**src/rtl/react_pkg.sv**
```systemverilog
package react_pkg;
    parameter int SIG_W  = 16;
    parameter int ADDR_W = 16;
    parameter int IDX_W  = $clog2(SIG_W);
    parameter int INS_W  = 32;

    // instruction field positions
    parameter int F_VAL_LO = 9;
    parameter int F_VAL_HI = F_VAL_LO + SIG_W - 1;
    parameter int F_IA_LO  = 5;
    parameter int F_IB_LO  = 1;

    typedef enum logic [2:0] {
        OP_TLOAD   = 3'd0,
        OP_PULSE   = 3'd1,
        OP_LATCH   = 3'd2,
        OP_WAIT    = 3'd3,
        OP_DWAIT   = 3'd4,
        OP_TEST    = 3'd5,
        OP_DELAY   = 3'd6,
        OP_ABORT   = 3'd7
    } op_e;

    typedef struct packed {
        logic [IDX_W-1:0]  idx;
        logic [ADDR_W-1:0] addr;
    } abort_ent_t;

    typedef struct packed {
        logic [SIG_W-1:0] pulse;
        logic [SIG_W-1:0] held;
        logic             dly_busy;
        logic [SIG_W-1:0] dly_cnt;
    } core_st_t;
endpackage

```
**src/rtl/react_timer.sv**
```systemverilog
module react_timer #(
    parameter int CW = 16
) (
    input  logic          clk,
    input  logic          rst_n,
    input  logic          load_i,
    input  logic [CW-1:0] val_i,
    output logic          tmo_o
);
    typedef struct packed {
        logic [CW-1:0] cnt;
        logic          tmo;
    } tmr_st_t;

    tmr_st_t st_d, st_q;

    always_comb begin
        st_d     = st_q;
        st_d.tmo = (st_q.cnt == CW'(1));
        if (load_i)
            st_d.cnt = val_i;
        else if (st_q.cnt != '0)
            st_d.cnt = st_q.cnt - CW'(1);
    end

    always_ff @(posedge clk or negedge rst_n) begin
        if (!rst_n) st_q <= '0;
        else        st_q <= st_d;
    end

    assign tmo_o = st_q.tmo;


    tmr_load_chk: assert property (@(posedge clk) disable iff (!rst_n)
        load_i |=> st_q.cnt == $past(val_i));
endmodule

```
**src/rtl/react_abort_stack.sv**
```systemverilog
module react_abort_stack
    import react_pkg::*;
#(
    parameter int DEPTH = 4
) (
    input  logic              clk,
    input  logic              rst_n,
    input  logic [SIG_W-1:0]  eff_i,
    input  logic              push_i,
    input  logic [IDX_W-1:0]  push_idx_i,
    input  logic [ADDR_W-1:0] push_addr_i,
    input  logic              done_i,
    input  logic [ADDR_W-1:0] pc_i,
    output logic              fire_o,
    output logic [ADDR_W-1:0] fire_addr_o,
    output logic              ovf_o
);
    localparam int CNT_W = $clog2(DEPTH + 1);

    typedef struct packed {
        abort_ent_t [DEPTH-1:0] ent;
        logic [CNT_W-1:0]       cnt;
        logic                   ovf;
    } stk_st_t;

    stk_st_t st_d, st_q;
    int      fire_k;
    int      hit_k;
    logic    hit;

    always_comb begin
        st_d        = st_q;
        fire_o      = 1'b0;
        fire_k      = 0;
        fire_addr_o = '0;
        hit         = 1'b0;
        hit_k       = 0;
        // outermost firing level wins: scan from the top, keep the lowest
        for (int k = DEPTH - 1; k >= 0; k--) begin
            if (k < int'(st_q.cnt) && eff_i[st_q.ent[k].idx]) begin
                fire_o      = 1'b1;
                fire_k      = k;
                fire_addr_o = st_q.ent[k].addr;
            end
        end
        // innermost level whose continuation is reached
        for (int k = 0; k < DEPTH; k++) begin
            if (done_i && k < int'(st_q.cnt) && st_q.ent[k].addr == pc_i) begin
                hit   = 1'b1;
                hit_k = k;
            end
        end
        if (fire_o) begin
            st_d.cnt = CNT_W'(fire_k);
        end else begin
            if (hit) begin
                for (int k = 0; k < DEPTH - 1; k++)
                    if (k >= hit_k) st_d.ent[k] = st_q.ent[k+1];
                st_d.cnt = st_q.cnt - CNT_W'(1);
            end
            if (push_i) begin
                if (st_d.cnt < CNT_W'(DEPTH)) begin
                    for (int k = 0; k < DEPTH; k++)
                        if (k == int'(st_d.cnt)) begin
                            st_d.ent[k].idx  = push_idx_i;
                            st_d.ent[k].addr = push_addr_i;
                        end
                    st_d.cnt = st_d.cnt + CNT_W'(1);
                end else begin
                    st_d.ovf = 1'b1;
                end
            end
        end
    end

    always_ff @(posedge clk or negedge rst_n) begin
        if (!rst_n) st_q <= '0;
        else        st_q <= st_d;
    end

    assign ovf_o = st_q.ovf;


    stk_fire_pop_chk: assert property (@(posedge clk) disable iff (!rst_n)
        fire_o |=> st_q.cnt < $past(st_q.cnt));


    stk_full_ignore_chk: assert property (@(posedge clk) disable iff (!rst_n)
        (push_i && !fire_o && !done_i && st_q.cnt == CNT_W'(DEPTH))
        |=> (ovf_o && st_q.cnt == CNT_W'(DEPTH)));


    stk_ovf_sticky_chk: assert property (@(posedge clk) disable iff (!rst_n)
        ovf_o |=> ovf_o);
endmodule

```
**src/rtl/react_unit.sv**
```systemverilog
module react_unit
    import react_pkg::*;
#(
    parameter int ABORT_DEPTH = 4,
    parameter int NUM_TIMERS  = 2
) (
    input  logic              clk,
    input  logic              rst_n,
    input  logic              op_valid,
    input  logic [2:0]        op_code,
    input  logic [INS_W-1:0]  instr,
    input  logic [ADDR_W-1:0] pc,
    input  logic [SIG_W-1:0]  sig_in,
    output logic [SIG_W-1:0]  sig_out,
    output logic              stall,
    output logic              redirect,
    output logic [ADDR_W-1:0] redirect_addr,
    output logic              abort_ovf
);
    localparam int TSEL_W = (NUM_TIMERS > 1) ? $clog2(NUM_TIMERS) : 1;

    core_st_t               st_d, st_q;
    logic [SIG_W-1:0]       eff;
    logic [SIG_W-1:0]       fld_val;
    logic [IDX_W-1:0]       idx_a, idx_b;
    logic [NUM_TIMERS-1:0]  tmo, tload;
    logic                   fire, stall_raw, redir_raw, done, push;
    logic [ADDR_W-1:0]      fire_addr;
    logic                   unused_hi;

    assign fld_val   = instr[F_VAL_HI:F_VAL_LO];
    assign idx_a     = instr[F_IA_LO +: IDX_W];
    assign idx_b     = instr[F_IB_LO +: IDX_W];
    assign unused_hi = ^instr[INS_W-1:F_VAL_HI+1];

    // timeouts fold into the top input indexes
    always_comb begin
        eff = sig_in;
        for (int t = 0; t < NUM_TIMERS; t++)
            eff[SIG_W-NUM_TIMERS+t] = sig_in[SIG_W-NUM_TIMERS+t] | tmo[t];
    end

    generate
        for (genvar t = 0; t < NUM_TIMERS; t++) begin : g_tmr
            assign tload[t] = op_valid && op_code == OP_TLOAD
                              && instr[TSEL_W-1:0] == TSEL_W'(t);
            react_timer #(.CW(SIG_W)) u_tmr (
                .clk    (clk),
                .rst_n  (rst_n),
                .load_i (tload[t]),
                .val_i  (fld_val),
                .tmo_o  (tmo[t])
            );
        end
    endgenerate

    always_comb begin
        stall_raw = 1'b0;
        redir_raw = 1'b0;
        if (op_valid) begin
            case (op_e'(op_code))
                OP_WAIT:  stall_raw = !eff[idx_a];
                OP_DWAIT: begin
                    stall_raw = !eff[idx_a] && !eff[idx_b];
                    redir_raw = !eff[idx_a] &&  eff[idx_b];
                end
                OP_TEST:  redir_raw = !eff[idx_a];
                OP_DELAY: stall_raw = st_q.dly_busy ? (st_q.dly_cnt != '0)
                                                    : (fld_val != '0);
                default:  ;
            endcase
        end
    end

    assign done = op_valid && !stall_raw;
    assign push = op_valid && op_code == OP_ABORT;

    react_abort_stack #(.DEPTH(ABORT_DEPTH)) u_stk (
        .clk         (clk),
        .rst_n       (rst_n),
        .eff_i       (eff),
        .push_i      (push),
        .push_idx_i  (idx_a),
        .push_addr_i (fld_val),
        .done_i      (done),
        .pc_i        (pc),
        .fire_o      (fire),
        .fire_addr_o (fire_addr),
        .ovf_o       (abort_ovf)
    );

    always_comb begin
        st_d       = st_q;
        st_d.pulse = (op_valid && op_code == OP_PULSE) ? fld_val : '0;
        if (op_valid && op_code == OP_LATCH)
            st_d.held = st_q.held | fld_val;
        if (fire || !(op_valid && op_code == OP_DELAY)) begin
            st_d.dly_busy = 1'b0;
            st_d.dly_cnt  = '0;
        end else if (!st_q.dly_busy) begin
            if (fld_val != '0) begin
                st_d.dly_busy = 1'b1;
                st_d.dly_cnt  = fld_val - SIG_W'(1);
            end
        end else if (st_q.dly_cnt == '0) begin
            st_d.dly_busy = 1'b0;
        end else begin
            st_d.dly_cnt = st_q.dly_cnt - SIG_W'(1);
        end
    end

    always_ff @(posedge clk or negedge rst_n) begin
        if (!rst_n) st_q <= '0;
        else        st_q <= st_d;
    end

    assign sig_out       = st_q.pulse | st_q.held;
    assign stall         = stall_raw && !fire;
    assign redirect      = fire || redir_raw;
    assign redirect_addr = fire ? fire_addr : fld_val;


    pulse_seen_chk: assert property (@(posedge clk) disable iff (!rst_n)
        (op_valid && op_code == OP_PULSE)
        |=> (sig_out & $past(fld_val)) == $past(fld_val));


    wait_stall_chk: assert property (@(posedge clk) disable iff (!rst_n)
        (op_valid && op_code == OP_WAIT && !eff[idx_a] && !fire) |-> stall);


    fire_redirect_chk: assert property (@(posedge clk) disable iff (!rst_n)
        fire |-> (redirect && !stall && redirect_addr == fire_addr));
endmodule

```
**config.mk**
```make
export PLATFORM = sky130hd
export DESIGN_NAME = react_unit
export DESIGN_NICKNAME = d
export VERILOG_FILES = /design/src/rtl/react_pkg.sv /design/src/rtl/react_timer.sv /design/src/rtl/react_abort_stack.sv /design/src/rtl/react_unit.sv
export SDC_FILE = /design/constraint.sdc
export NUM_CORES = 1
export LEC_CHECK = 0
export BUFFER_PORTS_ARGS = -buffer_cell sky130_fd_sc_hd__buf_2
export CAP_MARGIN = 0
export CORE_ASPECT_RATIO = 2
export CORE_UTILIZATION = 35
export CTS_BUF_LIST = sky130_fd_sc_hd__clkbuf_4
export DETAILED_ROUTE_END_ITERATION = 7
export GPL_TIMING_DRIVEN = 0
export MAX_ROUTING_LAYER = met4
export PLACE_DENSITY = 0.56
export SLEW_MARGIN = 20
export SYNTH_ARGS = -nofsm -noshare
export SYNTH_HDL_FRONTEND = slang
export SYNTH_SLANG_ARGS = --single-unit
```
**constraint.sdc**
```tcl
create_clock -name clk -period 3.85 [get_ports clk]
set_clock_uncertainty 0.05 [all_clocks]
set_input_delay 0.1925 -clock clk [delete_from_list [all_inputs] [get_ports clk]]
set_output_delay 0.1925 -clock clk [all_outputs]
set_load 0.01 [all_outputs]
```
==> key figures, run 1 <==
Run status
  • Outcome: completed

Placement
  • Dpl cells: 1,626
  • Place WS: -845.8 ps
  • IO buf count: 93
  • GP Congestion: 1.008
  • Dpl hpwl: 32,040 um

Clock tree
  • # clock sinks: 167
  • Clk slew on worst S/H paths: 160 ps
  • CTS tree: built
  • Clock latency on the worst-skew pair: 660 ps
  • Total CTS buffers: 17
  • CTS max path bufs: 2
  • CTS Root Cell: clkbuf_4
  • H-tree Lvls: 4

Power
  • Int Pwr: 4.382 mW
  • Clock share of power: 13.2%
  • Seq pwr share: 34.8%
  • Power per cell area: 650.0 mW/mm2
  • Sw Ratio: 46.73%
  • Final total power: 8.226 mW
  • Leakage: 5.211 nW
  • Sw power: 3.844 mW
  • Maximum vdd drop: 0.2624 mV
  • Gate power share: 52.1%

Logic synthesis
  • Synth Area per Inst: 9.423 um2
  • Synth Flop Type: dfrtp_1
  • Cell taking the most area after synthesis: dfrtp_1
  • Share of synthesized registers carrying an async set or reset: 100.0%
  • Number of flops mapped to enable cells by yosys: 0
  • Synth top area share: 38.26%
  • Netlist cell types: 76
  • Flop and latch count out of synthesis: 167
  • Post-Syn Nets: 1,239
  • Synth warnings: 0
  • Syn Inst Count: 1,159
  • Top post-synthesis cells by area: dfrtp_1, mux4_2, xor2_1
  • Mapped cell area: 0.01092 mm2
  • Register area share after synthesis: 38.26%

Global route
  • GRT Resource Usage Total: 28.11%
  • GRT overflow: 0
  • Initial antenna violation count: 4
  • Global-route wire length before repair: 63,220 um
  • Largest net degree at the start of global routing: 65
  • Vias in the first global route: 10,083

Route
  • Pre-antenna DRT Iters: 5
  • Vias: 9,952
  • DR iter-0 viols: 582
  • Via-to-Cell Ratio: 5.906
  • Routed length per instance: 25.25 um
  • # DRC: 0
  • Post-Route WL: 42,550 um
  • ANT nets after route: 0

Timing
  • Final WS setup: 66.47 ps
  • Final Critical Period: 3784 ps
  • Unrepaired setup endpoints after global routing: no
  • Final Cycle Share: 98.27%
  • Max Clock Freq: 264.3 MHz
  • Slew margin rel.: 25.42%
  • Fin. Hold Viols: 0
  • Final setup vio count: 0
  • Slew Limit Fails: 0
  • Worst Tran Pin Value: 1105 ps
  • Final TNS setup: 0 ps

Job
  • MaxCap Viol Count: 0

Worst setup path
  • Worst-path cell chain: or2_4 -> mux4_2 -> mux2_4 -> a31o_1 -> buf_6 -> buf_4 -> or4_4 -> buf_2 -> nor2_1 -> buf_4 -> mux2_2
  • Worst path bufs/invs: 4
  • CP most frequent cell: buf_4
  • Critical Path RT: 4350 ps
  • Critical path class: flop to flop
  • CP max stage delay: 550 ps
  • Kind of cell adding the most delay to the critical path: multiplexers
  • CP arrival: 4280 ps
  • CP endpoint kind: flop
  • Critical path fanouts, max: 10
  • Slowest CP cell: or4_4
  • Element type at the critical path start: flop

Floorplan
  • Row cnt: 91
  • Die Y-Extent: 251.8 um
  • Core box area: 0.03074 mm2
  • Die area: 0.03196 mm2
  • Initial Util: 35.53%
  • Die Width: 126.9 um
  • Io pins: 105

Finish
  • Layout cell share with drive strength beyond 1: 22.69%
  • Synthesis-to-finish area growth: 15.88%
  • Commonest non-fill, non-tap cell in the layout: dfrtp_1
  • Finished Layout Cells: 1,685
  • Most frequent cells in the layout: dfrtp_1, buf_2, nand2_1
  • Nets: 1,376
  • Util after Layout: 41.17%

Hold path
  • Hold WC Path Type: input pin to async pin
## cell type report
class | count | area, um2
antenna | 4 | 10.01
buffer | 71 | 407.9
clock buffer | 17 | 127.6
clock inverter | 15 | 150.1
fill | 3082 | 18090
inverter | 25 | 93.84
multi-input combinational | 891 | 6409
sequential | 167 | 4182
tap | 372 | 465.4
timing repair buffer | 123 | 810.8
## Yosys cell counts, drive strengths merged, types with 7 or more instances
library cell and count:
dfrtp 167, nand2 91, nor2 84, o21ai 82, clkbuf 57, xor2 52, xnor2 51, or2 44
a21oi 38, nor3 37, o221a 37, nor4 31, mux2i 30, nand2b 26, mux2 25, inv 24
mux4 22, and2 20, buf 19, nand3 18, a21o 17, nand4 17, a221oi 16, a22oi 16
or3 14, o22ai 12, ha 10, and3 8, nand3b 8, nor2b 8, a211oi 7, o31ai 7
## sequential cells by signal, indices dropped and copies added (netlist names)
signal and cells:
u_stk.st_q 83, u_stk.ovf_o 1, st_q 49, g_tmr.u_tmr.tmo_o 2, g_tmr.u_tmr.st_q 32
## power by group through the flow
stage               combinational [mW]  sequential, mW  clock [mW]
global placement                  3.66            2.82           0
CTS                               4.11            2.83        1.10
finish                            4.28            2.86        1.08
floorplan                         2.40            2.67           0
detailed placement                3.72            2.83           0
global route                      4.56            2.93        1.17
## cell families after synthesis
logic type / count (synthesis) / share of synthesized area (%)
mux: 77 / 9.864
flops: 167 / 38.26
xor+xnor: 103 / 8.260
buf+inv: 101 / 3.998
compound gates: 279 / 18.23
simple gates: 422 / 20.24
fa+ha+maj: 10 / 1.146
## through the flow
step,hold slack (ps),area [um2]
after global placement,380.0,11850
after floorplan,-153.1,10920
final,19.84,12660
after global routing,23.27,12660
after detailed placement,92.03,11920
after CTS,15.16,12520
## worst paths after layout
check | slack, ps | to | start | depth (start not counted)
min reg2reg | 420 | st_q[21] | st_q[21] | 1
max | 70 | u_stk.st_q[79] | g_tmr[0].u_tmr.tmo_o | 11
min in group clk | 40 | st_q[15] | instr[23] | 5
max in group asynchronous | 3060 | u_stk.st_q[68] | rst_n | 4
min | 20 | st_q[9] | rst_n | 3
max reg2reg | 70 | u_stk.st_q[79] | g_tmr[0].u_tmr.tmo_o | 11
## layer usage
| metal | global-route usage (%) | up-vias | share of wire [%] |
|---|---|---|---|
| met5 | - | - | 0 |
| li1 | - | 4542 | - |
| met1 | 28.83 | 4991 | 37 |
| met2 | 50.78 | 318 | 54 |
| met4 | 17.18 | 0 | 6.3 |
| met3 | 3.181 | 101 | 3.5 |
## what timing repair did
item	in CTS	in global routing
hold buffers	10	0
gates resized for setup	49	32
pin swaps	4	4
gates cloned	1	0
setup buffers	11	6
endpoints found under the hold margin	122	0
setup endpoints to repair	91	51
## worst min-delay path, delay by kind of cell
kind / cells / cell delay [ps]
buffers and inverters: 3 / 940
No activity file was read; power rests on OpenSTA's default activity.
==> run 2, diff against run 1 <==
- REMOVE_ABC_BUFFERS: default -> 1
==> key figures, run 2 (synthesis results as in run 1) <==
Run status
  • Outcome: completed (unchanged)

Power
  • Int Pwr: 4.382 mW (about the same)
  • Clock share of power: 13.0% (was 13.2%)
  • Seq pwr share: 35.8% (was 34.8%)
  • Power per cell area: 628.8 mW/mm2 (was 650.0 mW/mm2)
  • Sw Ratio: 45.78% (was 46.73%)
  • Final total power: 8.081 mW (was 8.226 mW)
  • Leakage: 5.239 nW (was 5.211 nW)
  • Gate power share: 51.1% (was 52.1%)
  • Sw power: 3.699 mW (was 3.844 mW)
  • Maximum vdd drop: 0.3876 mV (was 0.2624 mV)

Worst setup path
  • Critical path class: flop to flop (unchanged)
  • CP arrival: 4280 ps (about the same)
  • Element type at the critical path start: flop (unchanged)
  • Critical path fanouts, max: 20 (was 10)
  • Critical Path RT: 4330 ps (was 4350 ps)
  • R2R Path Start: u_stk.st_q[20] (was g_tmr[0].u_tmr.tmo_o)
  • Worst setup path startpoint: u_stk.st_q[20] (was g_tmr[0].u_tmr.tmo_o)
  • CP endpoint kind: flop (unchanged)

Clock tree
  • CTS max path bufs: 2 (unchanged)
  • H-tree Lvls: 4 (unchanged)
  • Clk slew on worst S/H paths: 170 ps (was 160 ps)
  • CTS tree: built (unchanged)
  • # clock sinks: 167 (unchanged)
  • Clock latency on the worst-skew pair: 660 ps (about the same)
  • CTS Root Cell: clkbuf_4 (unchanged)
  • Total CTS buffers: 17 (unchanged)

Floorplan
  • Die Y-Extent: 251.8 um (unchanged)
  • Io pins: 105 (unchanged)
  • Initial Util: 35.53% (unchanged)
  • Die Width: 126.9 um (unchanged)
  • Row cnt: 91 (unchanged)
  • Die area: 0.03196 mm2 (unchanged)
  • Core box area: 0.03074 mm2 (unchanged)

Timing
  • Max Clock Freq: 262.7 MHz (was 264.3 MHz)
  • Fin. Hold Viols: 0 (unchanged)
  • Final Critical Period: 3807 ps (was 3784 ps)
  • Slew Limit Fails: 0 (unchanged)
  • Worst Tran Pin Value: 1038 ps (was 1105 ps)
  • Final Cycle Share: 98.89% (was 98.27%)
  • Hold WS: 87.24 ps (was 19.84 ps)
  • Final WS setup: 42.87 ps (was 66.47 ps)
  • Final setup vio count: 0 (unchanged)
  • Slew margin rel.: 30.16% (was 25.42%)

Job
  • MaxCap Viol Count: 0 (unchanged)

Route
  • DR iter-0 viols: 626 (was 582)
  • Pre-antenna DRT Iters: 5 (unchanged)
  • Routed length per instance: 24.10 um (was 25.25 um)
  • Via-to-Cell Ratio: 6.003 (was 5.906)
  • Vias: 9,995 (was 9,952)
  • # DRC: 0 (unchanged)
  • ANT nets after route: 0 (unchanged)
  • Post-Route WL: 40,130 um (was 42,550 um)

Placement
  • Placed Area: 0.01189 mm2 (was 0.01192 mm2)
  • Dpl hpwl: 28,450 um (was 32,040 um)
  • GP Congestion: 0.9762 (was 1.008)
  • IO buf count: 97 (was 93)
  • Place WS: -548.7 ps (was -845.8 ps)

Global route
  • Global-route wire length before repair: 60,730 um (was 63,220 um)
  • Vias in the first global route: 10,143 (was 10,083)
  • GRT Resource Usage Total: 26.57% (was 28.11%)
  • Initial antenna violation count: 1 (was 4)
  • Largest net degree at the start of global routing: 88 (was 65)
  • GRT overflow: 0 (unchanged)

Finish
  • Nets: 1,360 (was 1,376)
  • Most frequent cells in the layout: dfrtp_1, buf_2, nand2_1 (unchanged)
  • Synthesis-to-finish area growth: 17.67% (was 15.88%)
  • Largest regs: u_stk.st_q (83), st_q (49), g_tmr.u_tmr.st_q (32) (unchanged)
  • Top reg by flops: u_stk.st_q (unchanged)
  • Register area: 0.004188 mm2 (was 0.004182 mm2)
  • Fill cells: 3,025 (was 3,082)
  • Layout cell share with drive strength beyond 1: 24.23% (was 22.69%)
  • Multi-input logic area: 0.006538 mm2 (was 0.006409 mm2)
  • Util after Layout: 41.80% (was 41.17%)
  • Number of flip-flops under the largest register name: 83 (unchanged)
  • Commonest non-fill, non-tap cell in the layout: dfrtp_1 (unchanged)
  • Final instance area: 0.01285 mm2 (was 0.01266 mm2)

Hold path
  • Hold WC Path Type: input pin to async pin (unchanged)
-- run 2: path summary, 6_finish.rpt --
check | endpoint | slack (ps) | cells after the start
hold / removal | st_q[15] | 90 | 2
hold reg to reg | st_q[31] | 420 | 1
max in group asynchronous | u_stk.st_q[34] | 2760 | 3
setup reg to reg | u_stk.st_q[43] | 40 | 8
setup / recovery | u_stk.st_q[43] | 40 | 8
min in group clk | u_stk.ovf_o | 90 | 4
-- run 2: metal layers --
| metal | GRT usage (%) | vias to the layer above | wire, um |
|---|---|---|---|
| met2 | 46.81 | 411 | 21240 |
| met5 | - | - | 0 |
| met4 | 19.18 | 0 | 2951 |
| met1 | 26.76 | 4938 | 14090 |
| met3 | 3.520 | 152 | 1855 |
| li1 | - | 4494 | - |
-- run 2: power groups by stage --
| stage | registers, mW | logic, mW | clock network (mW) |
|---|---|---|---|
| 2_1_floorplan | 2.72 | 2.25 | 0 |
| 3_3_place_gp | 2.90 | 3.36 | 0 |
| 3_5_place_dp | 2.92 | 3.63 | 0 |
| 4_1_cts | 2.88 | 3.93 | 1.09 |
| 5_1_grt | 2.97 | 4.44 | 1.15 |
| 6_report | 2.90 | 4.13 | 1.05 |
-- run 2: critical path, stage by stage (launching register included) --
cell and delay (ps):
dfrtp_2 460, mux4_2 560, o211a_1 250, a31oi_2 180
o211ai_1 200, buf_4 240, or4_4 680, or4_4 730
o221a_1 300
-- run 2: per-stage QoR --
step                std cells  TNS (ps)
finish                   1665         0
global route             1665    -30.37
CTS                      1653         0
detailed placement       1573    -27850
global placement         1552   -369230
floorplan                1083    -37110
-- run 2: what timing repair did --
item                                   in CTS  in global routing
gates cloned                                2                  1
pin swaps                                   8                  4
endpoints found under the hold margin     205                  0
buffers inserted                           17                 10
setup endpoints to repair                 104                 78
hold buffers                               30                  0
gates resized for setup                    23                 13
-- run 2: area by class of cell --
type                            count  area share, %
Tap cell                          372          3.622
Multi-Input combinational cell    894          50.87
Clock inverter                     14          1.081
Inverter                           25         0.7302
Timing Repair Buffer              175          10.10
Antenna cell                        1        0.01947
Sequential cell                   167          32.59
Clock buffer                       17         0.9931
==> run 3, diff against run 2 <==
- SYNTH_HIERARCHICAL: default -> 1
==> key figures, run 3 <==
Route
  • ANT nets after route: 0 (unchanged)
  • Vias: 11,433 (was 9,995)
  • Pre-antenna DRT Iters: 6 (was 5)
  • Routed length per instance: 26.86 um (was 24.10 um)
  • DR iter-0 viols: 924 (was 626)
  • # DRC: 0 (unchanged)
  • Via-to-Cell Ratio: 6.114 (was 6.003)
  • Post-Route WL: 50,230 um (was 40,130 um)

Timing
  • Final Critical Period: 4475 ps (was 3807 ps)
  • Hold WS: 20.62 ps (was 87.24 ps)
  • Max Clock Freq: 223.5 MHz (was 262.7 MHz)
  • Fin. Hold Viols: 0 (unchanged)
  • Slew margin rel.: 33.55% (was 30.16%)
  • Final WS setup: -624.8 ps (was 42.87 ps)
  • Worst Tran Pin Value: 982.9 ps (was 1038 ps)
  • Final setup vio count: 83 (was 0)
  • Final Cycle Share: 116.2% (was 98.89%)
  • Unrepaired setup endpoints after global routing: yes
  • Slew Limit Fails: 0 (unchanged)

Logic synthesis
  • Netlist cell types: 88 (was 76)
  • Register area share after synthesis: 35.80% (was 38.26%)
  • Number of flops mapped to enable cells by yosys: 0 (unchanged)
  • Largest family of logic cells by synthesized area: simple AND/OR/NAND/NOR gates (unchanged)
  • Synth top area share: 35.80% (was 38.26%)
  • Mux cell area share after synthesis: 8.960% (was 9.864%)
  • Synth Area per Inst: 9.346 um2 (was 9.423 um2)
  • Synth warnings: 6 (was 0)
  • Adder-Cell Fraction of Synth Area: 0.8574% (was 1.146%)
  • Cell taking the most area after synthesis: dfrtp_1 (unchanged)
  • Commonest cells post-synth: dfrtp_1, nand2_1, nor2_1 (unchanged)
  • Synth Area in XOR/XNOR: 7.278% (was 8.260%)
  • Flop and latch count out of synthesis: 167 (unchanged)
  • Mapped cell area: 0.01167 mm2 (was 0.01092 mm2)
  • Count leader, synth: dfrtp_1 (unchanged)
  • Simple-gate share of the synthesized area: 23.55% (was 20.24%)
  • Top post-synthesis cells by area: dfrtp_1, mux4_2, a221o_1 (was dfrtp_1, mux4_2, xor2_1)
  • Share of synthesized registers carrying an async set or reset: 100.0% (unchanged)
  • Synth Flop Type: dfrtp_1 (unchanged)
  • Synth Area in Compound Gates: 18.84% (was 18.23%)
  • Syn Inst Count: 1,249 (was 1,159)

Finish
  • Top reg by flops: u_stk/st_q (was u_stk.st_q)
  • Nets: 1,501 (was 1,360)
  • Largest regs: u_stk/st_q (83), st_q (49), g_tmr.u_tmr/st_q (32) (was u_stk.st_q (83), st_q (49), g_tmr.u_tmr.st_q (32))
  • Synthesis-to-finish area growth: 26.93% (was 17.67%)
  • Fill cells: 3,162 (was 3,025)
  • Most frequent cells in the layout: dfrtp_1, nand2_1, buf_2 (was dfrtp_1, buf_2, nand2_1)
  • Final instance area: 0.01482 mm2 (was 0.01285 mm2)
  • Number of flip-flops under the largest register name: 83 (unchanged)
  • Commonest non-fill, non-tap cell in the layout: dfrtp_1 (unchanged)
  • Util after Layout: 45.16% (was 41.80%)
  • Register area: 0.004183 mm2 (was 0.004188 mm2)
  • Layout cell share with drive strength beyond 1: 28.90% (was 24.23%)
  • Multi-input logic area: 0.007664 mm2 (was 0.006538 mm2)

Worst setup path
  • Depth of the most critical reg-to-reg path: 17 (was 8)
  • Critical Path RT: 4370 ps (was 4330 ps)
  • CP endpoint kind: flop (unchanged)
  • FF-to-FF End: u_stk/st_q[73] (was u_stk.st_q[43])
  • Flop-to-flop setup slack: -620 ps (was 40 ps)
  • Element type at the critical path start: flop (unchanged)
  • R2R Path Start: st_q[5] (was u_stk.st_q[20])
  • Critical path fanouts, max: 7 (was 20)
  • Critical path class: flop to flop (unchanged)
  • CP arrival: 4990 ps (was 4280 ps)

Global route
  • Largest net degree at the start of global routing: 79 (was 88)
  • GRT Resource Usage Total: 30.69% (was 26.57%)
  • Vias in the first global route: 11,606 (was 10,143)
  • Initial antenna violation count: 2 (was 1)
  • Global-route wire length before repair: 74,500 um (was 60,730 um)
  • GRT overflow: 0 (unchanged)

Floorplan
  • Core box area: 0.03281 mm2 (was 0.03074 mm2)
  • Io pins: 105 (unchanged)
  • Die Width: 131.1 um (was 126.9 um)
  • Row cnt: 94 (was 91)
  • Die Y-Extent: 260.3 um (was 251.8 um)
  • Die area: 0.03413 mm2 (was 0.03196 mm2)
  • Initial Util: 35.58% (was 35.53%)

Power
  • Maximum vdd drop: 0.3691 mV (was 0.3876 mV)
  • Leakage: 6.381 nW (was 5.239 nW)
  • Power per cell area: 612.2 mW/mm2 (was 628.8 mW/mm2)

Placement
  • Dpl hpwl: 32,370 um (was 28,450 um)
  • GP Congestion: 1.028 (was 0.9762)
  • IO buf count: 97 (unchanged)
  • Placed Area: 0.01289 mm2 (was 0.01189 mm2)

Clock tree
  • CTS max path bufs: 2 (unchanged)
  • # clock sinks: 167 (unchanged)
  • Clock latency on the worst-skew pair: 680 ps (was 660 ps)
  • H-tree Lvls: 4 (unchanged)
  • CTS Root Cell: clkbuf_4 (unchanged)
  • Clk slew on worst S/H paths: 170 ps (about the same)
  • CTS tree: built (unchanged)
  • Total CTS buffers: 17 (unchanged)

Run status
  • Failing checks: negative setup slack
  • Outcome: finished with violations (was completed)

Job
  • MaxCap Viol Count: 0 (unchanged)

Hold path
  • Hold WC Path Type: input pin to async pin (unchanged)
-- run 3: kinds of logic (layout without fill, tap and decap cells) --
| logic type | count (synthesis) | in the layout |
|---|---|---|
| XOR/XNOR | 97 | 97 |
| AO/OA/AOI/OAI | 280 | 285 |
| flip-flops | 167 | 167 |
| AND/OR/NAND/NOR | 498 | 500 |
| buffers and inverters | 130 | 310 |
| adder cells (fa/ha/maj) | 8 | 8 |
| multiplexers | 69 | 69 |
| other | 0 | 2 |
-- run 3: layer usage --
| metal | share of wire [%] | vias to the layer above | track usage (%) | wire length, um |
|---|---|---|---|---|
| li1 | - | 5032 | - | - |
| met1 | 34 | 5679 | 29.56 | 16880 |
| met2 | 53 | 522 | 55.05 | 26580 |
| met3 | 4.9 | 200 | 5.148 | 2467 |
| met4 | 8.6 | 0 | 22.81 | 4304 |
| met5 | 0 | - | - | 0 |
-- run 3: what timing repair did --
| action | 4_1_cts | 5_1_grt |
|---|---|---|
| setup endpoints to repair | 119 | 109 |
| setup buffers | 43 | 20 |
| pin swaps | 26 | 47 |
| hold endpoints to repair | 181 | 0 |
| hold buffers | 37 | 0 |
| cloned | 9 | 2 |
| resized for setup | 95 | 64 |
-- run 3: area by class of cell --
class / instances / share of cell area (%)
Antenna cell: 2 / 0.03378
Clock buffer: 17 / 0.8613
Clock inverter: 15 / 1.123
Inverter: 53 / 1.444
Multi-Input combinational cell: 959 / 51.72
Sequential cell: 167 / 28.23
Tap cell: 432 / 3.648
Timing Repair Buffer: 225 / 12.94
-- run 3: per-stage QoR --
step / power, mW / instances / worst slack (ps) / TNS, ps
after CTS: 8.750 / 1851 / -584.0 / -42880
final: 9.072 / 1870 / -624.8 / -44210
after floorplan: 5.396 / 1172 / -1949 / -168420
after detailed placement: 6.998 / 1730 / -2593 / -227560
after global routing: 9.545 / 1870 / -691.3 / -51230
after global placement: 6.761 / 1701 / -5625 / -627480
-- run 3: worst max-delay path by stage --
stage                                     from             end  slack (ps)  cells past startpoint
after detailed placement  g_tmr[1].u_tmr/tmo_o        st_q[10]       -2590                     11
after CTS                              st_q[4]  u_stk/st_q[25]        -580                     16
after global routing                   st_q[5]  u_stk/st_q[73]        -690                     17
after floorplan                        st_q[5]  u_stk/st_q[44]       -1950                     11
after global placement    g_tmr[1].u_tmr/tmo_o  u_stk/st_q[82]       -5620                      9
final                                  st_q[5]  u_stk/st_q[73]        -620                     17
-- run 3: power by group --
part	internal, mW	switching (mW)
clock	0.310	0.826
combinational	2.08	2.79
sequential	2.25	0.814
total	4.64	4.43
-- run 3: worst max-delay path: stages (launching register included) --
cell and delay, ps:
dfrtp_1 420, or4_4 560, nor4b_4 350, a32oi_4 210
and4b_2 310, nand2b_4 160, o32ai_4 110, buf_6 190
nand2_2 50, or4_4 420, o22a_4 260, a22o_1 260
o21a_4 140, nor3_4 160, buf_6 140, buf_6 120
buf_12 150, mux2_4 300
